### src/rtl/los_pkg.sv
package los_pkg;
  typedef enum logic {
    SRC_DATA = 1'b0,
    SRC_REF  = 1'b1
  } clk_src_e;
endpackage

### src/rtl/los_edge_det.sv
module los_edge_det (
  input  logic clk,
  input  logic rst,
  input  logic line_i,
  output logic trans_o
);
  logic d1_q, d2_q, v1_q, v2_q;

  always_ff @(posedge clk) begin
    if (rst) begin
      d1_q <= 1'b0;
      d2_q <= 1'b0;
      v1_q <= 1'b0;
      v2_q <= 1'b0;
    end else begin
      d1_q <= line_i;
      d2_q <= d1_q;
      v1_q <= 1'b1;
      v2_q <= v1_q;
    end
  end

  // a change is only trusted once both history stages hold real samples
  assign trans_o = v2_q & (d1_q ^ d2_q);
endmodule

### src/rtl/los_quiet_timer.sv
module los_quiet_timer #(
  parameter int TICK_LEN = 32,
  parameter int TICKS    = 4
) (
  input  logic clk,
  input  logic rst,
  input  logic trans_i,
  output logic data_los_o
);
  localparam int PW = (TICK_LEN > 1) ? $clog2(TICK_LEN) : 1;
  localparam int TW = $clog2(TICKS + 1);

  logic [PW-1:0] pre_q;
  logic [TW-1:0] tcnt_q;
  logic          tick;

  assign tick = (pre_q == PW'(TICK_LEN - 1));

  always_ff @(posedge clk) begin
    if (rst) begin
      pre_q <= '0;
    end else if (tick) begin
      pre_q <= '0;
    end else begin
      pre_q <= pre_q + 1'b1;
    end
  end

  always_ff @(posedge clk) begin
    if (rst) begin
      tcnt_q <= TW'(TICKS);
    end else if (trans_i) begin
      tcnt_q <= '0;
    end else if (tick && (tcnt_q != TW'(TICKS))) begin
      tcnt_q <= tcnt_q + 1'b1;
    end
  end

  assign data_los_o = (tcnt_q == TW'(TICKS));


  tick_sat_chk: assert property (@(posedge clk) disable iff (rst)
    tcnt_q <= TW'(TICKS));

  trans_clear_chk: assert property (@(posedge clk) disable iff (rst)
    trans_i |=> !data_los_o);

  los_hold_chk: assert property (@(posedge clk) disable iff (rst)
    (data_los_o && !trans_i) |=> data_los_o);
endmodule

### src/rtl/los_ref_div.sv
module los_ref_div #(
  parameter int DIV_RATIO = 8
) (
  input  logic clk,
  input  logic rst,
  output logic div_o
);
  localparam int HALF = DIV_RATIO / 2;
  localparam int DW   = (HALF > 1) ? $clog2(HALF) : 1;

  logic [DW-1:0] cnt_q;

  always_ff @(posedge clk) begin
    if (rst) begin
      cnt_q <= '0;
      div_o <= 1'b0;
    end else if (cnt_q == DW'(HALF - 1)) begin
      cnt_q <= '0;
      div_o <= ~div_o;
    end else begin
      cnt_q <= cnt_q + 1'b1;
    end
  end


  div_phase_chk: assert property (@(posedge clk) disable iff (rst)
    !$stable(div_o) |-> (cnt_q == '0));
endmodule

### src/rtl/los_fallback_ctrl.sv
module los_fallback_ctrl #(
  parameter int TICK_LEN  = 32,
  parameter int TICKS     = 4,
  parameter int DIV_RATIO = 8
) (
  input  logic clk,
  input  logic rst,
  input  logic line_i,
  input  logic ana_los_i,
  input  logic sig_det_i,
  input  logic cmi_mode_i,
  input  logic test_clk_en_i,
  output logic los_o,
  output logic ref_sel_o,
  output logic div_clk_o
);
  import los_pkg::*;

  logic     trans;
  logic     data_los;
  logic     los_d;
  logic     nrz_dark;
  clk_src_e src_d;

  los_edge_det u_edge (
    .clk     (clk),
    .rst     (rst),
    .line_i  (line_i),
    .trans_o (trans)
  );

  los_quiet_timer #(
    .TICK_LEN (TICK_LEN),
    .TICKS    (TICKS)
  ) u_timer (
    .clk        (clk),
    .rst        (rst),
    .trans_i    (trans),
    .data_los_o (data_los)
  );

  los_ref_div #(
    .DIV_RATIO (DIV_RATIO)
  ) u_div (
    .clk   (clk),
    .rst   (rst),
    .div_o (div_clk_o)
  );

  always_comb begin
    los_d    = data_los | ana_los_i;
    nrz_dark = ~cmi_mode_i & ~sig_det_i;
    src_d    = (los_d | nrz_dark | test_clk_en_i) ? SRC_REF : SRC_DATA;
  end

  always_ff @(posedge clk) begin
    if (rst) begin
      los_o     <= 1'b1;
      ref_sel_o <= SRC_REF;
    end else begin
      los_o     <= los_d;
      ref_sel_o <= src_d;
    end
  end


  ana_force_chk: assert property (@(posedge clk) disable iff (rst)
    ana_los_i |=> (los_o && ref_sel_o));

  test_bypass_chk: assert property (@(posedge clk) disable iff (rst)
    test_clk_en_i |=> ref_sel_o);

  nrz_dark_chk: assert property (@(posedge clk) disable iff (rst)
    (!cmi_mode_i && !sig_det_i) |=> ref_sel_o);

  los_implies_ref_chk: assert property (@(posedge clk) disable iff (rst)
    los_o |-> ref_sel_o);

  data_los_seen_chk: assert property (@(posedge clk) disable iff (rst)
    data_los |=> los_o);
endmodule

### config.mk
export PLATFORM = sky130hd
export DESIGN_NAME = los_fallback_ctrl
export DESIGN_NICKNAME = d
export VERILOG_FILES = /design/src/rtl/los_pkg.sv /design/src/rtl/los_edge_det.sv /design/src/rtl/los_quiet_timer.sv /design/src/rtl/los_ref_div.sv /design/src/rtl/los_fallback_ctrl.sv
export SDC_FILE = /design/constraint.sdc
export NUM_CORES = 1
export LEC_CHECK = 0
export BUFFER_PORTS_ARGS = -buffer_cell sky130_fd_sc_hd__buf_2
export CORE_AREA = 10 10 47 49
export DETAILED_ROUTE_END_ITERATION = 7
export DIE_AREA = 0 0 57 59
export PLACE_DENSITY = 0.66
export SYNTH_ARGS = -nofsm -noshare
export SYNTH_HDL_FRONTEND = slang
export SYNTH_SLANG_ARGS = --single-unit
### constraint.sdc
create_clock -name clk -period 2.2 [get_ports clk]
set_input_delay 0 -clock clk [delete_from_list [all_inputs] [get_ports clk]]
set_output_delay 0 -clock clk [all_outputs]
set_load 0.01 [all_outputs]
* After elaboration in Yosys (flattened, before gate mapping)
Cells that the tools add are included.
** Word-level totals
- Register bits :: 17
- Input port bits :: 7
- Output and inout port bits :: 3
- Word-level logic and storage cells :: 36
** Cells by class
- Add/subtract/negate cells :: 3
- Equality and inequality tests :: 4
- Mux-type cells :: 4
- Bitwise gates (word level) :: 9
- Reductions and logical operators :: 5
** Operators by type and width (count)
- 3-bit two-way mux :: 2
- 2-bit OR reduction :: 3
- 5-bit by 1-bit adder with 5-bit output, second input constant :: 1
- 5-bit == test, second input constant :: 1
- 3-bit by 1-bit adder with 3-bit output, second input constant :: 1
- 3-bit == test, second input constant :: 1
- 3-bit inequality test, second input constant :: 1
- 1-bit NOT :: 3
- 1-bit OR :: 3
- 2-bit by 1-bit adder with 2-bit output, second input constant :: 1
- 1-bit bitwise AND :: 2
- 2-bit == test, second input constant :: 1
- 1-bit two-way mux :: 2
- 2-bit nonzero test :: 1
- 1-bit logical AND :: 1
- 1-bit bitwise XOR :: 1

* Depth between registers and ports, before layout
- Depth in word-level cells :: 5
- Gate-level depth with buffers :: 6
- Depth with buffers taken out :: 6

* By module
Synthesis repeated with hierarchy kept, for this count alone.
** Second synthesis, totals
- Cell total of the unflattened synthesis :: 61
- Area total of the unflattened synthesis :: 699.4 um^2
** By module, submodules not included
- los_quiet_timer :: times used 1, cells each 38, area an instance 422.9 um^2, seq. area each 160.2 um^2
- los_edge_det :: times used 1, cells each 10, area an instance 117.6 um^2, seq. area each 80.1 um^2
- los_ref_div :: times used 1, cells each 8, area an instance 97.6 um^2, seq. area each 60.1 um^2
- los_fallback_ctrl :: times used 1, cells each 5, area an instance 61.3 um^2, seq. area each 40.0 um^2

* Worst setup path before layout
OpenSTA, ideal clock, no wires.
- Path type :: reg-to-reg
- From :: register u_timer.pre_q[0]
- To :: register u_timer.tcnt_q[1]
- Library setup time :: 132 ps
- Data arrival time :: 1356 ps
- Data required time :: 2068 ps
- Path slack :: 712 ps
- Stages on the path, launching flop included :: 7
- Buffers on the path :: 0
- Clock period less this slack :: 1488 ps
- Cell sequence :: dfxtp_1 > ha_1 > and3_1 > ha_1 > a21boi_2 > mux2i_1 > nor3_1
** On the way
- Cells in the longest elaborated chain, start to end :: 2
** Ends and longest elaborated chain
- start: declaration :: line los_quiet_timer.sv:13 : logic [PW-1:0] pre_q;
- start signal: assignment :: line los_quiet_timer.sv:25 : pre_q <= pre_q + 1'b1;
- 5-bit == test :: line los_quiet_timer.sv:17 : assign tick = (pre_q == PW'(TICK_LEN - 1));
- 1-bit logical AND :: line los_quiet_timer.sv:34 : end else if (tick && (tcnt_q != TW'(TICKS))) begin
- end signal: assignment :: line los_quiet_timer.sv:31 : tcnt_q <= TW'(TICKS);
- end signal: assignment :: line los_quiet_timer.sv:35 : tcnt_q <= tcnt_q + 1'b1;
- end: declaration :: line los_quiet_timer.sv:14 : logic [TW-1:0] tcnt_q;
No other way between the ends.
A chain may end at the register's enable or synchronous reset.

* Final worst setup path
Ends and elaborated chain as after synthesis.

==> metrics.yaml <==
sta:
  post-route-period-util_pct: 74.57
  timing.hold.ws_ns: 0.01081
  rsz0062_at_grt: "false"
  fin_tns_setup_ns: 0
  fmax_mhz: 609.6
  final-hold-violation-count: 0
  period_needed_ns: 1.640
  finClkSkew_ns: 0.0007870
  relSlewSlack_pct: 83.42
  setup_viol: 0
  slew_violations: 0
  worst_pin_slew_ns: 0.2487
cts:
  clk_path_buf_depth: 2
  htreeDepth: 1
  worstSkewPairLatency_ns: 0.27
  cts_sinks: 17
  cts_tree: "done"
  cts_buffers: 3
  cts_resized: 0
  post-cts-setup-buffers: 0
  cts-root-buf: "clkbuf_4"
  clk_pin_slew_ns: 0.08
logic_synthesis:
  yosysTopAreaCell: "dfxtp_1"
  syn_area_um2: 616.8
  synth_area_per_cell_um2: 11.22
  ys_types: 20
  synth_seq_cells: 17
  synth_cells: 55
  yosysWarnings: 0
  syn_nets: 67
  synth_top_area_share_pct: 55.17
  ys_top_cells_by_area: "dfxtp_1 (55%), ha_1 (10%), nor3_1 (4.9%)"
  synth_seq_area_share_pct: 55.17
placement:
  placedInstanceArea_um2: 678.2
  post-dp-hpwl_um: 741.2
  gp_congestion: 0.6817
  dp_cells: 79
  io_buffers: 9
worst_setup_path:
  path_delay_family: "adder cells"
  cp_max_fo: 8
  startpoint_type: "register"
  worstSetupEndpointType: "register"
  crit_chain: "ha_1, and3_1, ha_1, a21boi_2, mux2i_1, nor3_1"
  required_ns: 2.36
  cp.buffers_inverters: 0
  arrival_ns: 1.80
  path_class: "reg -> reg"
  worst_path_max_delay_cell: "dfxtp_1"
  cp_slowest_stage_delay_ns: 0.36
  worst_path_most_repeated_cell: "ha_1"
cells_and_area:
  final_cell_area_um2: 734.5
  area_delta_synth_final_pct: 19.07
  nets: 83
  largest_reg_flops: 5
  antenna-diode-count: 0
  drive_gt1_share_pct: 18.57
  largest_register: "u_timer.pre_q"
  top_regs: "u_timer.pre_q (5), u_timer.tcnt_q (3), u_div.cnt_q (2)"
  finalNonFillerCells: 86
routing:
  vias_per_cell: 4.674
  drt_iter0_drc: 2
  routed_wl_um: 953
  drc_errors: 0
  first_pass_iters: 4
  via_count: 402
  ant_nets: 0
  avgRoutedWirePerCell_um: 11.08
die:
  fp.dieW_um: 57
  num_rows: 14
  core_area_um2: 1401
  io_pins: 10
  fp.dieArea_um2: 3363
  initial_core_util_pct: 44.02
  fp.dieH_um: 59
power:
  ir_drop_uv: 540.8
  finalPower_mw: 0.5217
  leakagePower_nw: 0.3164
  power.density_nw_per_um2: 710.3
grt:
  grt_max_degree: 16
  antenna_found_initial: 0
  grt_pass1_wl_um: 1704
  first_global_vias: 407
  grt_usage_pct: 6.421
  gr-total-overflow: 0
status:
  status: "completed"
worst_hold_path:
  hold_class: "in -> reg"
flow_run:
  max_cap_violations: 0
-- power breakdown --
group | switching, mW | internal (mW)
combinational | 0.0158 | 0.0224
clock | 0.0819 | 0.0702
sequential | 0.00799 | 0.323
-- cell families after synthesis --
group                    Yosys count  share of synthesized area [%]
multiplexers                       1                          1.623
XOR/XNOR                           5                          7.101
adder cells (fa/ha/maj)            5                          10.14
AO/OA/AOI/OAI                      4                          5.274
flip-flops                        17                          55.17
buffers and inverters              4                          2.433
AND/OR/NAND/NOR                   19                          18.26
-- per-stage QoR --
step,setup WS [ns],util [%]
after floorplan,0.7122,-
after global placement,0.6395,48.39
after detailed placement,0.5684,48.39
after CTS,0.5518,52.41
after global routing,0.4487,52.41
final,0.5595,52.41
-- placed cells by master, fill, tap and decap left out --
| cell | Yosys | routed |
|---|---|---|
| mux2i_1 | 1 | 1 |
| clkbuf_4 | 0 | 3 |
| a211o_1 | 1 | 1 |
| nor3_1 | 6 | 6 |
| o31ai_1 | 1 | 1 |
| xnor2_1 | 3 | 3 |
| buf_2 | 0 | 9 |
| nor2b_1 | 3 | 3 |
| dfxtp_1 | 17 | 17 |
| inv_1 | 3 | 3 |
| xor2_1 | 2 | 2 |
| ha_1 | 5 | 5 |
| and4b_1 | 1 | 1 |
| nand3_1 | 1 | 1 |
| a21oi_1 | 1 | 1 |
| nor3b_1 | 3 | 3 |
| clkbuf_1 | 1 | 1 |
| or3_1 | 1 | 1 |
| and3_1 | 1 | 1 |
| nor2_1 | 2 | 2 |
| and2_1 | 1 | 1 |
| a21boi_2 | 1 | 1 |
| dlygate4sd3_1 | 0 | 3 |
-- path summary, 6_finish.rpt --
path | start | slack [ns] | depth (start not counted) | end
max | u_timer.pre_q[0]$_SDFF_PP0_ | 0.56 | 6 | u_timer.tcnt_q[1]$_SDFFE_PP0P_
min | cmi_mode_i | 0.01 | 3 | ref_sel_o$_SDFF_PP1_
max reg2reg | u_timer.pre_q[0]$_SDFF_PP0_ | 0.56 | 6 | u_timer.tcnt_q[1]$_SDFFE_PP0P_
min reg2reg | u_div.cnt_q[0]$_SDFF_PP0_ | 0.44 | 1 | u_div.cnt_q[0]$_SDFF_PP0_
-- what timing repair did --
| action | CTS | global route |
|---|---|---|
| hold buffers | 3 | 0 |
| endpoints found under the hold margin | 3 | 0 |
| setup endpoints to repair | 0 | 0 |
-- worst min-delay path: stages --
cell and delay [ns]:
buf_2 0.09, nor2_1 0.06, or3_1 0.10
-- metal layers --
metal	vias to the layer above	part of all wire (%)	GRT usage, %
li1	220	-	-
met1	176	41	6.963
met2	4	55	10.23
met3	2	3.0	1.931
met4	0	1.3	5.034
met5	-	0	0
-- final cells by class --
| class | instances | area [µm²] |
|---|---|---|
| flip-flops and latches | 17 | 340.3 |
| inverters | 3 | 11.26 |
| clock buffers | 4 | 26.28 |
| well taps | 16 | 20.02 |
| repair buffers | 12 | 75.07 |
| fillers | 138 | 666.9 |
| multi-input cells | 34 | 261.5 |
-- synthesized netlist by cell type --
cell / instances
xnor2_1: 3
and2_1: 1
a21oi_1: 1
o31ai_1: 1
clkbuf_1: 1
inv_1: 3
ha_1: 5
or3_1: 1
and3_1: 1
nand3_1: 1
nor3b_1: 3
a211o_1: 1
mux2i_1: 1
nor2b_1: 3
dfxtp_1: 17
and4b_1: 1
nor2_1: 2
nor3_1: 6
xor2_1: 2
a21boi_2: 1
Power figures use the tool's default switching activity.
